**config.mk**
```make
export PLATFORM = sky130hd
export DESIGN_NAME = dual_evt_pmu
export DESIGN_NICKNAME = d
export VERILOG_FILES = /design/src/rtl/pmu_pkg.sv /design/src/rtl/pmu_evt_mux.sv /design/src/rtl/pmu_counter.sv /design/src/rtl/pmu_ctrl.sv /design/src/rtl/dual_evt_pmu.sv
export SDC_FILE = /design/constraint.sdc
export NUM_CORES = 1
export LEC_CHECK = 0
export BUFFER_PORTS_ARGS = -buffer_cell sky130_fd_sc_hd__buf_4
export CAP_MARGIN = 5
export CORE_MARGIN = 8
export CORE_UTILIZATION = 54
export CTS_CLUSTER_SIZE = 16
export DETAILED_ROUTE_END_ITERATION = 7
export PLACE_DENSITY = 0.89
export SLEW_MARGIN = 25
export SYNTH_ARGS = -nofsm -noshare
export SYNTH_HDL_FRONTEND = slang
export SYNTH_SLANG_ARGS = --single-unit
```
**constraint.sdc**
```tcl
create_clock -name clk -period 2.8 [get_ports clk]
set_input_delay 0.84 -clock clk [delete_from_list [all_inputs] [get_ports clk]]
set_output_delay 0.84 -clock clk [all_outputs]
set_load 0.02 [all_outputs]
```
**src/rtl/pmu_pkg.sv**
```systemverilog
package pmu_pkg;
   typedef enum logic [1:0] {
      CTX_USER  = 2'd0,
      CTX_SUPER = 2'd1,
      CTX_HYPER = 2'd2,
      CTX_IDLE  = 2'd3
   } pmu_ctx_e;

   localparam int unsigned NUM_CTX  = 3;
   localparam int unsigned SEL0_LSB = 0;
   localparam int unsigned SEL1_LSB = 8;
   localparam int unsigned SEL_SPAN = 8;
   localparam int unsigned EN_LSB   = 16;
   localparam int unsigned OVF_LSB  = 24;

   localparam logic ADDR_CTRL = 1'b0;
   localparam logic ADDR_CNT  = 1'b1;
endpackage

```
**src/rtl/pmu_evt_mux.sv**
```systemverilog
module pmu_evt_mux #(
   parameter int unsigned NUM_EVT = 40,
   parameter int unsigned SEL_W   = 6
) (
   input  logic [NUM_EVT-1:0] evt_i,
   input  logic [SEL_W-1:0]   sel_i,
   output logic               hit_o
);
   localparam int unsigned SPACE = 2 ** SEL_W;

   generate
      if (NUM_EVT > SPACE) begin : g_bad
         $error("pmu_evt_mux: NUM_EVT exceeds select space");
      end
      if (NUM_EVT == SPACE) begin : g_full
         assign hit_o = evt_i[sel_i];
      end else begin : g_padded
         logic [SPACE-1:0] padded;
         assign padded = {{(SPACE - NUM_EVT){1'b0}}, evt_i};
         assign hit_o  = padded[sel_i];
      end
   endgenerate
endmodule

```
**src/rtl/pmu_counter.sv**
```systemverilog
module pmu_counter #(
   parameter int unsigned CNT_W = 32
) (
   input  logic             clk,
   input  logic             rst_n,
   input  logic             ld_i,
   input  logic [CNT_W-1:0] ld_val_i,
   input  logic             inc_i,
   output logic [CNT_W-1:0] q_o,
   output logic             wrap_o
);
   logic [CNT_W-1:0] q;

   always_ff @(posedge clk or negedge rst_n) begin
      if (!rst_n) begin
         q <= '0;
      end else if (ld_i) begin
         q <= ld_val_i;
      end else if (inc_i) begin
         q <= q + CNT_W'(1);
      end
   end

   assign wrap_o = inc_i && !ld_i && (&q);
   assign q_o    = q;
endmodule

```
**src/rtl/pmu_ctrl.sv**
```systemverilog
module pmu_ctrl #(
   parameter int unsigned SEL_W = 6,
   parameter int unsigned REG_W = 64
) (
   input  logic               clk,
   input  logic               rst_n,
   input  logic               we_i,
   input  logic [REG_W-1:0]   wdata_i,
   input  logic [1:0]         wrap_i,
   output logic [SEL_W-1:0]   sel0_o,
   output logic [SEL_W-1:0]   sel1_o,
   output logic [pmu_pkg::NUM_CTX-1:0] en_o,
   output logic [1:0]         flag_o,
   output logic [REG_W-1:0]   word_o
);
   import pmu_pkg::*;

   logic [SEL_W-1:0]   sel0_q, sel1_q;
   logic [NUM_CTX-1:0] en_q;
   logic [1:0]         flag_q;
   logic [1:0]         clr;

   generate
      if (SEL_W > SEL_SPAN) begin : g_bad_sel
         $error("pmu_ctrl: select field wider than its slot");
      end
      if (REG_W < OVF_LSB + 2) begin : g_bad_w
         $error("pmu_ctrl: register too narrow for the flag bits");
      end
   endgenerate

   assign clr = we_i ? wdata_i[OVF_LSB +: 2] : 2'b00;

   always_ff @(posedge clk or negedge rst_n) begin
      if (!rst_n) begin
         sel0_q <= '0;
         sel1_q <= '0;
         en_q   <= '0;
      end else if (we_i) begin
         sel0_q <= wdata_i[SEL0_LSB +: SEL_W];
         sel1_q <= wdata_i[SEL1_LSB +: SEL_W];
         en_q   <= wdata_i[EN_LSB +: NUM_CTX];
      end
   end

   // Set has priority over a write-one clear in the same cycle
   always_ff @(posedge clk or negedge rst_n) begin
      if (!rst_n) begin
         flag_q <= '0;
      end else begin
         flag_q <= (flag_q & ~clr) | wrap_i;
      end
   end

   always_comb begin
      word_o = '0;
      word_o[SEL0_LSB +: SEL_W]  = sel0_q;
      word_o[SEL1_LSB +: SEL_W]  = sel1_q;
      word_o[EN_LSB +: NUM_CTX]  = en_q;
      word_o[OVF_LSB +: 2]       = flag_q;
   end

   logic unused_wdata;
   assign unused_wdata = ^wdata_i;

   assign sel0_o = sel0_q;
   assign sel1_o = sel1_q;
   assign en_o   = en_q;
   assign flag_o = flag_q;
endmodule

```
**src/rtl/dual_evt_pmu.sv**
```systemverilog
module dual_evt_pmu #(
   parameter int unsigned CNT_W   = 32,
   parameter int unsigned SEL_W   = 6,
   parameter int unsigned NUM_EVT = 40
) (
   input  logic                 clk,
   input  logic                 rst_n,
   input  logic [NUM_EVT-1:0]   evt_i,
   input  logic [1:0]           ctx_i,
   input  logic                 reg_we_i,
   input  logic                 reg_addr_i,
   input  logic [2*CNT_W-1:0]   reg_wdata_i,
   output logic [2*CNT_W-1:0]   reg_rdata_o,
   output logic                 irq_o
);
   import pmu_pkg::*;

   localparam int unsigned REG_W = 2 * CNT_W;
   localparam int unsigned N_CNT = 2;

   logic               ctrl_we, cnt_ld;
   logic [SEL_W-1:0]   sel [N_CNT];
   logic [NUM_CTX-1:0] en;
   logic [1:0]         flag;
   logic [REG_W-1:0]   ctrl_word;
   logic               ctx_on;
   logic [N_CNT-1:0]   hit, wrap;
   logic [CNT_W-1:0]   cnt [N_CNT];

   assign ctrl_we = reg_we_i && (reg_addr_i == ADDR_CTRL);
   assign cnt_ld  = reg_we_i && (reg_addr_i == ADDR_CNT);

   pmu_ctrl #(.SEL_W(SEL_W), .REG_W(REG_W)) u_ctrl (
      .clk     (clk),
      .rst_n   (rst_n),
      .we_i    (ctrl_we),
      .wdata_i (reg_wdata_i),
      .wrap_i  (wrap),
      .sel0_o  (sel[0]),
      .sel1_o  (sel[1]),
      .en_o    (en),
      .flag_o  (flag),
      .word_o  (ctrl_word)
   );

   always_comb begin
      unique case (pmu_ctx_e'(ctx_i))
         CTX_USER:  ctx_on = en[0];
         CTX_SUPER: ctx_on = en[1];
         CTX_HYPER: ctx_on = en[2];
         default:   ctx_on = 1'b0;
      endcase
   end

   generate
      for (genvar k = 0; k < N_CNT; k++) begin : g_cnt
         pmu_evt_mux #(.NUM_EVT(NUM_EVT), .SEL_W(SEL_W)) u_mux (
            .evt_i (evt_i),
            .sel_i (sel[k]),
            .hit_o (hit[k])
         );
         pmu_counter #(.CNT_W(CNT_W)) u_counter (
            .clk      (clk),
            .rst_n    (rst_n),
            .ld_i     (cnt_ld),
            .ld_val_i (reg_wdata_i[k*CNT_W +: CNT_W]),
            .inc_i    (hit[k] && ctx_on),
            .q_o      (cnt[k]),
            .wrap_o   (wrap[k])
         );
      end
   endgenerate

   assign reg_rdata_o = (reg_addr_i == ADDR_CNT) ? {cnt[1], cnt[0]} : ctrl_word;
   assign irq_o       = |flag;
endmodule

```
==> results.cfg <==
[yosys]
netlist_area_um2 = 6280
syn_avg_cell_area_um2 = 8.771
synth.yosys.warnings = 0
synth_mux_area_share_pct = 14.50
ys_seq_area_share_pct = 32.28
synth-edff-count = 0
synth_top_family_by_area = simple AND/OR/NAND/NOR gates
synth_ff_type = dfrtp_1
ys_types = 62
yosysTopAreaCell = dfrtp_1
synth_compound_gate_area_share_pct = 17.00
ys_top_cells_by_area = dfrtp_1, mux2_2, and2_1
synth_nets = 828
synthArstFlopShare_pct = 100.0
synth_top_area_share_pct = 32.28
postSynthCellCount = 716
synth_xor_area_share_pct = 0
synthSimpleGateAreaFrac_pct = 30.76
synth-seq-cells = 81
synthAdderAreaFrac_pct = 0.3985

[die]
die_height_um = 123.8
io-pin-count = 175
rows = 39
die_area_um2 = 15340
dieWidth_um = 123.8
start_util_pct = 55.23
core_um2 = 11370

[sta]
period_share_pct = 98.35
drv_slew = 0
timing.slew.headroom_pct = 43.26
setup_tns_ns = 0
setup_ws_ns = 0.04628
rsz0062_at_grt = true
hold_viol_final = 0
max_freq_mhz = 363.1
clock_skew_ns = 0.008251
setup_viol = 0
tightest_slew_ns = 0.8511
period_needed_ns = 2.754

[critical_path]
regToRegStartpoint = u_ctrl.sel0_o[0]$_DFFE_PN0P_
r2r_end = g_cnt[0].u_counter.q_o[10]$_DFFE_PN0P_
crit_required_ns = 3.02
critPathSlowestCell = mux4_2
crit_type = in -> reg
crit_fanout = 23
reg2reg_slack_ns = 0.11
worstSetupEndpointType = register
cp.arrival_ns = 2.97
cp-start-kind = input port
crit_family = simple AND/OR/NAND/NOR gates
cp_slowest_stage_delay_ns = 0.47
crit_buf_inv = 2
reg2regPathDepth = 8
path_cells = buf_4 -> mux4_2 -> and3b_1 -> or4_4 -> o31ai_4 -> buf_12 -> nor4_1 -> a221o_1

[cells_and_area]
final_nets = 989
register_area_um2 = 2031
area_growth_pct = 29.83
post-route-util_pct = 71.71
stdcell_area_um2 = 8153
antenna_cells = 0
multi_input_area_um2 = 3950
nFillCells = 841
final_common_cell = buf_4
mostFrequentLayoutCells = buf_4, dfrtp_1, nand2_1
drive_above_1_share_pct = 33.45

[cts]
worstSkewPairLatency_ns = 0.34
clock-sinks = 81
clk_pin_slew_ns = 0.06
cts_buffers = 9
clock_path_buffers = 2
htree_num_levels = 3
cts-root-buf = clkbuf_16
cts_tree = done
post_cts_buffers = 0

[grt]
top_usage_layer = met2
grt_max_degree = 59
grt_util_met1_pct = 33.89
grt_first_pass_wirelength_mm = 33.33
grtUsageTotal_pct = 27.35
grt_pass1_vias = 6543
gr-total-overflow = 0
met2_usage_pct = 45.98
grt_util_met3_pct = 4.850
antenna_found_initial = 0

[detailed_routing]
wl_per_cell_um = 20.26
ant_nets = 0
drt_first_pass_iters = 5
drt_iter0_drc = 882
wl_mm = 20.77
post-route-drc-count = 0
vias = 6716
via_per_inst = 6.552

[power_and_ir_drop]
p_per_area_nw_per_um2 = 566.6
ir_drop_v = 0.0003701
power.leakage_uw = 0.003411

[outcome]
status = finished clean

[hold_path]
hold_path.class = in -> async

[placed_design]
gp_congestion = 0.9073
io_buffers = 174
placed_area_um2 = 7845
hpwl_mm = 15.12
pre_cts_ws_ns = -0.2739

[job]
cap_violations = 0
-- cell families (layout without fill, tap and decap cells) --
| logic type | count (synthesis) | count (layout) |
|---|---|---|
| compound gates | 146 | 146 |
| fa+ha+maj | 2 | 2 |
| buf+inv | 66 | 232 |
| flops | 81 | 81 |
| mux | 73 | 73 |
| simple gates | 348 | 348 |
-- layout make-up --
class,count,area share [%]
multi-input cells,569,48.45
repair buffers,212,20.64
clock buffers,9,2.762
flip-flops and latches,81,24.91
inverters,4,0.1842
clock inverters,7,0.8594
well taps,143,2.195
-- state kept, by name (all words and copies together), names as in the netlist --
name	cells
g_cnt.u_counter.q_o	64
u_ctrl.flag_o	2
u_ctrl.sel0_o	6
u_ctrl.sel1_o	6
u_ctrl.en_o	3
-- Yosys cell counts, drive strengths merged (3+ instances only) --
cell type / n
nand3: 31
and3: 29
nor2b: 5
inv: 4
and2: 52
a2bb2oi: 3
o311ai: 6
o31ai: 24
nor4: 9
nor3b: 6
dfrtp: 81
a22oi: 3
or4: 24
o211ai: 23
nand2: 64
nor2: 51
a31o: 4
a21oi: 15
a221o: 4
nand4: 22
nand3b: 6
mux2i: 28
nor3: 12
or3: 11
mux4: 11
nand4b: 6
o21ai: 7
buf: 18
clkbuf: 44
and4: 7
o41ai: 3
a31oi: 36
or2: 6
mux2: 34
-- worst max path at each step --
stage	slack (ns)	to	startpoint	cells after the start
after floorplan	-0.05	g_cnt[0].u_counter.q_o[25]$_DFFE_PN0P_	evt_i[19]	7
after global placement	-0.23	g_cnt[0].u_counter.q_o[25]$_DFFE_PN0P_	evt_i[19]	8
after detailed placement	-0.27	g_cnt[0].u_counter.q_o[25]$_DFFE_PN0P_	evt_i[19]	8
after CTS	0.05	u_ctrl.flag_o[0]$_DFF_PN0_	u_ctrl.sel0_o[0]$_DFFE_PN0P_	8
after global routing	0.02	g_cnt[0].u_counter.q_o[25]$_DFFE_PN0P_	evt_i[19]	8
final	0.05	g_cnt[0].u_counter.q_o[25]$_DFFE_PN0P_	evt_i[19]	8
-- what timing repair did --
item	4_1_cts	5_1_grt
endpoints found under the setup margin	1	24
pin swaps	0	1
hold buffers	0	0
gates resized for setup	1	4
-- stage by stage --
step	hold WS [ns]	total power, uW	cells
floorplan	0.4636	2691	716
global placement	0.4893	3342	1009
detailed placement	0.4955	3397	1009
CTS	0.4783	4598	1025
global route	0.4997	4855	1025
finish	0.4697	4619	1025
-- power breakdown --
| group | switching (uW) | leakage, uW | internal, uW |
|---|---|---|---|
| clock network | 501 | 0.000146 | 691 |
| logic | 934 | 0.00237 | 857 |
| registers | 290 | 0.000898 | 1340 |
| total | 1730 | 0.00341 | 2890 |
-- per-layer routing --
layer	up-vias	share of wire, %	routed length, um
li1	3071	-	-
met1	3232	39	8019
met2	355	50	10420
met3	58	7.8	1618
met4	0	3.4	706
met5	-	0	0
(Power assumes the default switching activity.)
